[config.mk]
export PLATFORM = sky130hd
export DESIGN_NAME = wave_bank
export DESIGN_NICKNAME = d
export VERILOG_FILES = /design/src/rtl/wb_pkg.sv /design/src/rtl/wb_regs.sv /design/src/rtl/wb_channel.sv /design/src/rtl/wb_scale.sv /design/src/rtl/wave_bank.sv
export SDC_FILE = /design/constraint.sdc
export NUM_CORES = 2
export LEC_CHECK = 0
export BUFFER_PORTS_ARGS = -buffer_cell sky130_fd_sc_hd__buf_2
export CORE_UTILIZATION = 25
export CTS_CLUSTER_DIAMETER = 30
export DETAILED_ROUTE_END_ITERATION = 8
export PLACE_DENSITY = 0.48
export SLEW_MARGIN = 5
export SYNTH_ARGS = -nofsm -noshare
export SYNTH_HDL_FRONTEND = slang
export SYNTH_HIERARCHICAL = 1
export SYNTH_SLANG_ARGS = --single-unit
[constraint.sdc]
create_clock -name clk -period 13.4 [get_ports clk]
set_input_delay 2.01 -clock clk [delete_from_list [all_inputs] [get_ports clk]]
set_output_delay 2.01 -clock clk [all_outputs]
set_load 0.02 [all_outputs]
[src/rtl/wb_pkg.sv]
package wb_pkg;

    // Register offsets on the byte-wide write port.
    typedef enum logic [2:0] {
        REG_SEL   = 3'd0,
        REG_MAIN  = 3'd1,
        REG_FLO   = 3'd2,
        REG_FHI   = 3'd3,
        REG_CTRL  = 3'd4,
        REG_BAL   = 3'd5,
        REG_WAVE  = 3'd6,
        REG_SPARE = 3'd7
    } wb_reg_e;

    localparam int DATA_W        = 8;
    localparam int CTRL_EN_BIT   = 7;
    localparam int CTRL_WRST_BIT = 6;

endpackage

[src/rtl/wb_regs.sv]
module wb_regs
    import wb_pkg::*;
#(
    parameter int NCH   = 6,
    parameter int SEL_W = 3,
    parameter int LVL_W = 4
) (
    input  logic              clk,
    input  logic              rst_n,
    input  logic              wr_en,
    input  logic [2:0]        wr_addr,
    input  logic [DATA_W-1:0] wr_data,
    output logic [LVL_W-1:0]  main_l_o,
    output logic [LVL_W-1:0]  main_r_o,
    output logic [NCH-1:0]    ch_we_o
);

    typedef struct packed {
        logic [SEL_W-1:0] sel;
        logic [LVL_W-1:0] ml;
        logic [LVL_W-1:0] mr;
    } glob_t;

    glob_t glob_d, glob_q;
    logic  chan_reg;

    always_comb begin
        glob_d = glob_q;
        if (wr_en) begin
            case (wb_reg_e'(wr_addr))
                REG_SEL: glob_d.sel = wr_data[SEL_W-1:0];
                REG_MAIN: begin
                    glob_d.ml = wr_data[DATA_W-1 -: LVL_W];
                    glob_d.mr = wr_data[LVL_W-1:0];
                end
                default: ;
            endcase
        end
    end

    always_comb begin
        chan_reg = (wr_addr >= 3'(REG_FLO)) && (wr_addr <= 3'(REG_WAVE));
        ch_we_o  = '0;
        for (int c = 0; c < NCH; c++) begin
            ch_we_o[c] = wr_en && chan_reg && (glob_q.sel == SEL_W'(c));
        end
    end

    always_ff @(posedge clk or negedge rst_n) begin
        if (!rst_n) glob_q <= '0;
        else        glob_q <= glob_d;
    end

    assign main_l_o = glob_q.ml;
    assign main_r_o = glob_q.mr;

    // a write reaches at most one channel
    a_r2_single_target: assert property (@(posedge clk) disable iff (!rst_n)
        $onehot0(ch_we_o));

    // select holds unless offset 0 is written
    a_r2_sel_hold: assert property (@(posedge clk) disable iff (!rst_n)
        !(wr_en && wr_addr == 3'(REG_SEL)) |=> $stable(glob_q.sel));

    // main levels hold unless offset 1 is written
    a_r3_main_hold: assert property (@(posedge clk) disable iff (!rst_n)
        !(wr_en && wr_addr == 3'(REG_MAIN)) |=> ($stable(main_l_o) && $stable(main_r_o)));

endmodule

[src/rtl/wb_channel.sv]
module wb_channel
    import wb_pkg::*;
#(
    parameter int SAMP_W = 5,
    parameter int DEPTH  = 32,
    parameter int PTR_W  = 5,
    parameter int FREQ_W = 12,
    parameter int VOL_W  = 5,
    parameter int LVL_W  = 4
) (
    input  logic              clk,
    input  logic              rst_n,
    input  logic              we_i,
    input  logic [2:0]        addr_i,
    input  logic [DATA_W-1:0] data_i,
    output logic              en_o,
    output logic [VOL_W-1:0]  vol_o,
    output logic [LVL_W-1:0]  bal_l_o,
    output logic [LVL_W-1:0]  bal_r_o,
    output logic [SAMP_W-1:0] sample_o
);

    typedef struct packed {
        logic [DEPTH-1:0][SAMP_W-1:0] mem;
        logic [FREQ_W-1:0]            freq;
        logic [FREQ_W-1:0]            cnt;
        logic [PTR_W-1:0]             rd;
        logic [PTR_W-1:0]             wr;
        logic                         en;
        logic [VOL_W-1:0]             vol;
        logic [LVL_W-1:0]             bl;
        logic [LVL_W-1:0]             br;
    } chan_t;

    chan_t ch_d, ch_q;

    always_comb begin
        ch_d = ch_q;

        // playback sequencing uses the registered enable
        if (ch_q.en) begin
            if (ch_q.cnt == '0) begin
                ch_d.cnt = ch_q.freq;
                ch_d.rd  = ch_q.rd + 1'b1;
            end else begin
                ch_d.cnt = ch_q.cnt - 1'b1;
            end
        end else begin
            ch_d.cnt = ch_q.freq;
            ch_d.rd  = '0;
        end

        if (we_i) begin
            case (wb_reg_e'(addr_i))
                REG_FLO: ch_d.freq[7:0] = data_i;
                REG_FHI: ch_d.freq[FREQ_W-1:8] = data_i[FREQ_W-9:0];
                REG_CTRL: begin
                    ch_d.en  = data_i[CTRL_EN_BIT];
                    ch_d.vol = data_i[VOL_W-1:0];
                    if (data_i[CTRL_WRST_BIT]) ch_d.wr = '0;
                end
                REG_BAL: begin
                    ch_d.bl = data_i[DATA_W-1 -: LVL_W];
                    ch_d.br = data_i[LVL_W-1:0];
                end
                REG_WAVE: begin
                    if (!ch_q.en) begin
                        ch_d.mem[ch_q.wr] = data_i[SAMP_W-1:0];
                        ch_d.wr           = ch_q.wr + 1'b1;
                    end
                end
                default: ;
            endcase
        end
    end

    always_ff @(posedge clk or negedge rst_n) begin
        if (!rst_n) ch_q <= '0;
        else        ch_q <= ch_d;
    end

    assign en_o     = ch_q.en;
    assign vol_o    = ch_q.vol;
    assign bal_l_o  = ch_q.bl;
    assign bal_r_o  = ch_q.br;
    assign sample_o = ch_q.mem[ch_q.rd];

    // sample position holds while the counter is running
    a_r9_hold: assert property (@(posedge clk) disable iff (!rst_n)
        (ch_q.en && ch_q.cnt != '0) |=> $stable(ch_q.rd));

    // expiry advances the read pointer by one, wrapping
    a_r9_step: assert property (@(posedge clk) disable iff (!rst_n)
        (ch_q.en && ch_q.cnt == '0) |=> (ch_q.rd == PTR_W'($past(ch_q.rd) + 1'b1)));

    // control byte with bit 6 clears the write pointer
    a_r5_wclear: assert property (@(posedge clk) disable iff (!rst_n)
        (we_i && addr_i == 3'(REG_CTRL) && data_i[CTRL_WRST_BIT]) |=> (ch_q.wr == '0));

    // accepted sample advances the write pointer
    a_r7_wstep: assert property (@(posedge clk) disable iff (!rst_n)
        (we_i && addr_i == 3'(REG_WAVE) && !ch_q.en) |=> (ch_q.wr == PTR_W'($past(ch_q.wr) + 1'b1)));

    // data port is locked while playing
    a_r8_locked: assert property (@(posedge clk) disable iff (!rst_n)
        (we_i && addr_i == 3'(REG_WAVE) && ch_q.en) |=> ($stable(ch_q.wr) && $stable(ch_q.mem)));

endmodule

[src/rtl/wb_scale.sv]
module wb_scale #(
    parameter int SAMP_W = 5,
    parameter int VOL_W  = 5,
    parameter int LVL_W  = 4,
    parameter int PROD_W = 18
) (
    input  logic              en_i,
    input  logic [SAMP_W-1:0] sample_i,
    input  logic [VOL_W-1:0]  vol_i,
    input  logic [LVL_W-1:0]  main_i,
    input  logic [LVL_W-1:0]  bal_i,
    output logic [PROD_W-1:0] prod_o
);

    logic [PROD_W-1:0] full;

    always_comb begin
        full   = PROD_W'(sample_i) * PROD_W'(vol_i) * PROD_W'(main_i) * PROD_W'(bal_i);
        prod_o = en_i ? full : '0;
    end

endmodule

[src/rtl/wave_bank.sv]
module wave_bank
    import wb_pkg::*;
#(
    parameter int NCH    = 6,
    parameter int SAMP_W = 5,
    parameter int DEPTH  = 32,
    parameter int FREQ_W = 12,
    parameter int VOL_W  = 5,
    parameter int LVL_W  = 4,
    localparam int PROD_W = SAMP_W + VOL_W + 2 * LVL_W
) (
    input  logic                  clk,
    input  logic                  rst_n,
    input  logic                  wr_en,
    input  logic [2:0]            wr_addr,
    input  logic [7:0]            wr_data,
    output logic [NCH*PROD_W-1:0] out_left,
    output logic [NCH*PROD_W-1:0] out_right
);

    localparam int PTR_W = $clog2(DEPTH);
    localparam int SEL_W = $clog2(NCH);

    logic [LVL_W-1:0]  main_l, main_r;
    logic [NCH-1:0]    ch_we;
    logic [NCH-1:0]    ch_en;
    logic [VOL_W-1:0]  ch_vol    [NCH];
    logic [LVL_W-1:0]  ch_bl     [NCH];
    logic [LVL_W-1:0]  ch_br     [NCH];
    logic [SAMP_W-1:0] ch_sample [NCH];

    wb_regs #(.NCH(NCH), .SEL_W(SEL_W), .LVL_W(LVL_W)) u_regs (
        .clk      (clk),
        .rst_n    (rst_n),
        .wr_en    (wr_en),
        .wr_addr  (wr_addr),
        .wr_data  (wr_data),
        .main_l_o (main_l),
        .main_r_o (main_r),
        .ch_we_o  (ch_we)
    );

    for (genvar c = 0; c < NCH; c++) begin : g_ch
        wb_channel #(
            .SAMP_W(SAMP_W), .DEPTH(DEPTH), .PTR_W(PTR_W),
            .FREQ_W(FREQ_W), .VOL_W(VOL_W), .LVL_W(LVL_W)
        ) u_chan (
            .clk      (clk),
            .rst_n    (rst_n),
            .we_i     (ch_we[c]),
            .addr_i   (wr_addr),
            .data_i   (wr_data),
            .en_o     (ch_en[c]),
            .vol_o    (ch_vol[c]),
            .bal_l_o  (ch_bl[c]),
            .bal_r_o  (ch_br[c]),
            .sample_o (ch_sample[c])
        );

        wb_scale #(.SAMP_W(SAMP_W), .VOL_W(VOL_W), .LVL_W(LVL_W), .PROD_W(PROD_W)) u_left (
            .en_i     (ch_en[c]),
            .sample_i (ch_sample[c]),
            .vol_i    (ch_vol[c]),
            .main_i   (main_l),
            .bal_i    (ch_bl[c]),
            .prod_o   (out_left[c*PROD_W +: PROD_W])
        );

        wb_scale #(.SAMP_W(SAMP_W), .VOL_W(VOL_W), .LVL_W(LVL_W), .PROD_W(PROD_W)) u_right (
            .en_i     (ch_en[c]),
            .sample_i (ch_sample[c]),
            .vol_i    (ch_vol[c]),
            .main_i   (main_r),
            .bal_i    (ch_br[c]),
            .prod_o   (out_right[c*PROD_W +: PROD_W])
        );

        // a channel that is off contributes nothing on either side
        a_r10_silent: assert property (@(posedge clk) disable iff (!rst_n)
            !ch_en[c] |-> (out_left[c*PROD_W +: PROD_W] == '0 && out_right[c*PROD_W +: PROD_W] == '0));
    end

endmodule

# After elaboration in Yosys (flattened, before gate mapping)
# Cells that the tools add are included.
[totals]
register_bits = 1259
[op_classes]
add_sub_neg = 18
mul = 30
magnitude_cmp = 20
eq_ne = 24
n_mux = 73
bitwise = 6
reduce_logical = 61
[ops]
columns = ["cell", "count"]
rows = [
  ["$bwmux W160", 6],
  ["$mul A14 B4 Y18", 12],
  ["$mux W18", 12],
  ["$mul A10 B4 Y14", 12],
  ["$bmux W5 S5", 6],
  ["$demux W5 S5", 6],
  ["$mux W5", 25],
  ["$mux W17", 6],
  ["$logic_not A12 Y1", 6],
  ["$lt A5 B6 Y1 const B", 12],
  ["$mux W12", 6],
  ["$sub A12 B1 Y12 const B", 6],
  ["$add A5 B1 Y5 const B", 12],
  ["$mul A5 B5 Y10", 6],
  ["$pmux W5 S2", 6],
  ["$reduce_and A2 Y1", 26],
  ["$ge A5 B1 Y1 const B", 6],
  ["$ne A2 B2 Y1 const B", 13],
  ["$reduce_and A4 Y1", 6],
  ["$reduce_and A3 Y1", 6],
  ["$eq A3 B3 Y1 const B", 5],
  ["$logic_and A1 B1 Y1", 14],
  ["$eq A3 B2 Y1 const B", 4],
  ["$eq A3 B1 Y1 const B", 2],
  ["5 further kinds", 11],
]

# Depth between registers and ports, before layout
[depth]
word_depth = 6
ltp_mapped = 44
depth_no_buf = 39

# Cells and area by module
# The synthesis kept the hierarchy.
[modules_own_cells]
columns = ["mod", "instances", "cells_per_inst", "area_each_um2"]
rows = [
  ["wb_channel", 6, 707, 9774.4],
  ["wb_scale at g_ch[3].u_right ...", 4, 559, 4332.9],
  ["wb_scale at g_ch[0].u_left ...", 3, 550, 4187.8],
  ["wb_scale at g_ch[1].u_right ...", 3, 497, 3877.5],
  ["wb_scale at g_ch[3].u_left", 1, 529, 4135.2],
  ["wb_scale at g_ch[5].u_right", 1, 514, 4013.8],
  ["wb_regs", 1, 48, 618.1],
]

# Least setup slack after synthesis
# OpenSTA, ideal clock, no wires.
[synth_timing]
path_type = "register -> output"
start = "reg g_ch[0].u_chan/ch_q[19] (netlist bit)"
end = "out out_left[17]"
arrival_time_ns = 9.991
setup_slack_ns = 1.399
stages_incl_launch_ff = 41
n_path_buf = 5
path_cell_list = "dfrtp_1 -> buf_4 -> buf_6 -> buf_4 -> buf_4 -> mux2i_1 -> o221ai_1 -> a21oi_1 -> a21oi_1 -> nand2_1 -> fa_1 -> fa_1 -> fa_1 -> inv_1 -> ha_1 -> nor2b_1 -> o21ai_0 -> a21boi_0 -> (+5 left out) -> inv_1 -> ha_1 -> a21o_1 -> or3_1 -> a21oi_1 -> a221oi_1 -> and2_1 -> fa_1 -> inv_1 -> fa_1 -> inv_1 -> ha_1 -> clkbuf_1 -> a21oi_1 -> o21ai_0 -> a2111oi_0 -> a2bb2oi_1 -> mux2i_1"
[synth_rtl]
columns = ["element", "line", "rtl"]
rows = [
  ["from (decl)", "wb_channel.sv:35", "chan_t ch_d, ch_q;"],
  ["from (signal assigned)", "wb_channel.sv:79", "else ch_q <= ch_d;"],
  ["to (decl)", "wave_bank.sv:17", "output logic [NCH*PROD_W-1:0] out_left,"],
]

==> flow_metrics.py <==
metrics = {
    "status": {
        "status": "finished with violations",
        "violations": "DRC",
    },
    "clock_network": {
        "clk_latency_ps": 850,
        "root_buffer": "clkbuf_16",
        "cts_tree": "built",
        "cts_buffers": 320,
        "clk_pin_slew_ps": 40,
        "holdBufCountCts": 0,
        "cts.sinks": 1259,
        "h-tree-depth": 5,
        "cts_buffer_depth": 4,
    },
    "routing": {
        "drt_iter0_markers": 4008,
        "routed_wl_um": 287700,
        "wl_per_cell_um": 17.03,
        "vias_per_cell": 4.651,
        "firstDrtPassIters": 8,
        "vias": 78550,
        "drc": 4,
        "ant_nets": 0,
    },
    "global_route": {
        "grt_max_degree": 163,
        "gr-usage-all-layers_pct": 12.96,
        "grt_pass1_vias": 81020,
        "grt_antenna_before_repair": 19,
        "grt_pass1_wl_um": 461200,
        "grt_overflow": 0,
    },
    "worst_setup_path": {
        "r2r_cells": 6,
        "end_kind": "primary output",
        "crit_cells": 37,
        "path_class": "flop to primary output",
        "cp-start-kind": "flop",
        "path_buf_inv": 7,
        "worst_ep_arrival_time_ps": 10910,
        "max_stage_delay_ps": 530,
        "required_ps": 11390,
        "crit_top_cell": "fa_1",
        "crit_family": "adder cells",
        "crit_fanout": 36,
        "slowest_stage": "fa_1",
    },
    "sta": {
        "worst_pin_slew_ps": 1134,
        "hold_violations": 0,
        "skew_ps": 89.24,
        "rsz0062_at_grt": "no",
        "tns_ps": 0,
        "report.final.slew_viol_count": 0,
        "fin_crit_sh_pct": 96.41,
        "max_freq_mhz": 77.40,
        "setup_viol": 0,
        "relSlewSlack_pct": 24.14,
        "period_minus_slack_ps": 12920,
    },
    "placement": {
        "placed_area_um2": 115800,
        "io_buffers": 229,
        "gp_congestion": 0.7839,
        "post-dp-hpwl_um": 203900,
    },
    "finish": {
        "nets": 12220,
        "syn2layout_area_growth_pct": 17.46,
        "drive_gt1_share_pct": 22.37,
        "n_fill_cell": 45390,
        "post-route-cell-area_um2": 128000,
    },
    "synth": {
        "synth_edf_count": 0,
        "synth_ff_type": "dfrtp_1",
        "avgSynthCellArea_um2": 10.17,
        "synth-seq-cells": 1259,
        "seq_area_frac_synth_pct": 28.92,
        "syn_area_um2": 108900,
        "synth_area_leaders": "dfrtp_1, mux2_2, fa_1, ha_1, and2_1",
        "yosysWarnings": 6,
        "synth_top_area_cell": "dfrtp_1",
        "syn_nets": 12050,
        "syn_inst": 10710,
        "ys_types": 109,
        "async_flop_share_pct": 100.0,
        "post-synth-top-area-fraction_pct": 28.92,
    },
    "floorplanning": {
        "rows": 242,
        "start_util_pct": 25.09,
        "core_um2": 434200,
        "boundaryPins": 230,
        "dieHeight_um": 662.1,
        "dieWidth_um": 662.1,
        "die_area_um2": 438400,
    },
    "pwr": {
        "power_density_nw_per_um2": 112.6,
        "ir_drop_mv": 0.09879,
        "p_leak_nw": 61.87,
    },
    "min_path": {
        "whs_path_depth": 2,
        "min_path_type": "flop to flop",
    },
    "flow_run": {
        "max_cap_viol_count": 0,
    },
}
report_power, final:
| group | switching [mW] | internal (mW) |
|---|---|---|
| Clock | 2.36 | 5.46 |
| Sequential | 0.521 | 4.08 |
| Combinational | 1.18 | 0.812 |
final timing paths:
| kind | slack (ps) | from | endpoint |
|---|---|---|---|
| max | 480 | g_ch[5].u_chan/ch_q[20]$_DFFE_PN0P_ | out_left[106] |
| min | 430 | g_ch[4].u_chan/ch_q[45]$_DFFE_PN0P_ | g_ch[4].u_chan/ch_q[33]$_DFF_PN0_ |
| max reg2reg | 10160 | u_regs/glob_q[9]$_DFFE_PN0P_ | g_ch[0].u_chan/ch_q[179]$_DFFE_PN0P_ |
| min reg2reg | 430 | g_ch[4].u_chan/ch_q[45]$_DFFE_PN0P_ | g_ch[4].u_chan/ch_q[33]$_DFF_PN0_ |
| max in group asynchronous | 9880 | rst_n | g_ch[5].u_chan/ch_q[161]$_DFFE_PN0P_ |
| min in group asynchronous | 1110 | rst_n | g_ch[0].u_chan/bal_l_o[2]$_DFFE_PN0P_ |
per-stage QoR:
step | utilization [%] | setup WS [ps] | hold slack [ps] | instances | power [mW]
2_1_floorplan | - | 1399 | 446.0 | 10710 | 6.013
3_5_place_dp | 26.68 | 483.4 | 463.0 | 16240 | 6.637
3_3_place_gp | 26.68 | 526.2 | 458.5 | 16240 | 6.633
4_1_cts | 29.28 | 0.9086 | 421.5 | 16830 | 14.60
6_report | 29.47 | 480.7 | 427.8 | 16890 | 14.41
5_1_grt | 29.47 | 4.504 | 447.2 | 16880 | 15.11
cell families (layout without fill, tap and decap cells):
| family | Yosys count | after routing | synth area share [%] |
|---|---|---|---|
| mux | 1602 | 1602 | 18.10 |
| other cells | 0 | 23 | 0 |
| simple gates | 3247 | 3247 | 15.99 |
| fa+ha+maj | 1326 | 1326 | 19.28 |
| flops | 1259 | 1259 | 28.92 |
| compound gates | 1548 | 1548 | 10.13 |
| buf+inv | 1502 | 1923 | 5.760 |
| xor+xnor | 226 | 226 | 1.817 |
flip-flops by register name, indices dropped and copies added (netlist names):
signal               cells
g_ch.u_chan/en_o         6
u_regs/main_l_o          4
g_ch.u_chan/ch_q      1164
g_ch.u_chan/vol_o       30
u_regs/glob_q            3
g_ch.u_chan/bal_r_o     24
g_ch.u_chan/bal_l_o     24
u_regs/main_r_o          4
tightest hold or removal path: stages (launching register included):
cell and delay, ps:
dfrtp_1 330, nand2_1 50, o21ai_1 60
cell usage in the layout, fill, tap and decap left out, types with 222 or more instances in the layout:
| cell | count |
|---|---|
| ha_1 | 724 |
| and2_1 | 733 |
| o21ai_0 | 239 |
| dfrtp_1 | 1236 |
| nand2b_1 | 256 |
| mux2_2 | 1096 |
| inv_1 | 929 |
| buf_2 | 222 |
| a21oi_1 | 292 |
| clkbuf_16 | 325 |
| mux2i_1 | 266 |
| nand2_1 | 1031 |
| fa_1 | 588 |
| nor2_1 | 264 |
layout make-up:
class / count / area [um^2] / share of cell area [%]
diodes: 23 / 57.56 / 0.04498
clock buffers: 433 / 9109 / 7.118
clock inverters: 143 / 1939 / 1.516
inverters: 933 / 3502 / 2.737
multi-input cells: 7949 / 71700 / 56.03
flip-flops and latches: 1259 / 31570 / 24.67
well taps: 5734 / 7174 / 5.607
repair buffers: 414 / 2912 / 2.275
synthesized netlist by cell type (104+ instances only):
| cell | instances |
|---|---|
| o21ai_0 | 244 |
| mux2_2 | 1096 |
| and2_1 | 733 |
| clkbuf_1 | 324 |
| xnor2_1 | 122 |
| fa_1 | 588 |
| nor2_1 | 268 |
| dfrtp_1 | 1259 |
| nor3_1 | 128 |
| nand2_1 | 1031 |
| nor2b_1 | 169 |
| mux2i_1 | 269 |
| mux4_2 | 174 |
| inv_1 | 929 |
| and3_1 | 109 |
| buf_4 | 110 |
| nand2b_1 | 256 |
| xor2_1 | 104 |
| a21oi_1 | 312 |
| nand3_1 | 129 |
| ha_1 | 738 |
| a21o_1 | 148 |
layer usage:
metal / share of wire, % / global-route usage [%]
met5: 0.0080 / 0
met4: 2.0 / 3.009
met3: 3.3 / 1.628
met2: 47 / 21.82
met1: 47 / 17.62
what timing repair did:
item | in CTS | in global routing
setup endpoints to repair | 32 | 53
gates resized for setup | 17 | 118
buffers inserted | 10 | 36
pin swaps | 0 | 18
(Power assumes the default switching activity.)
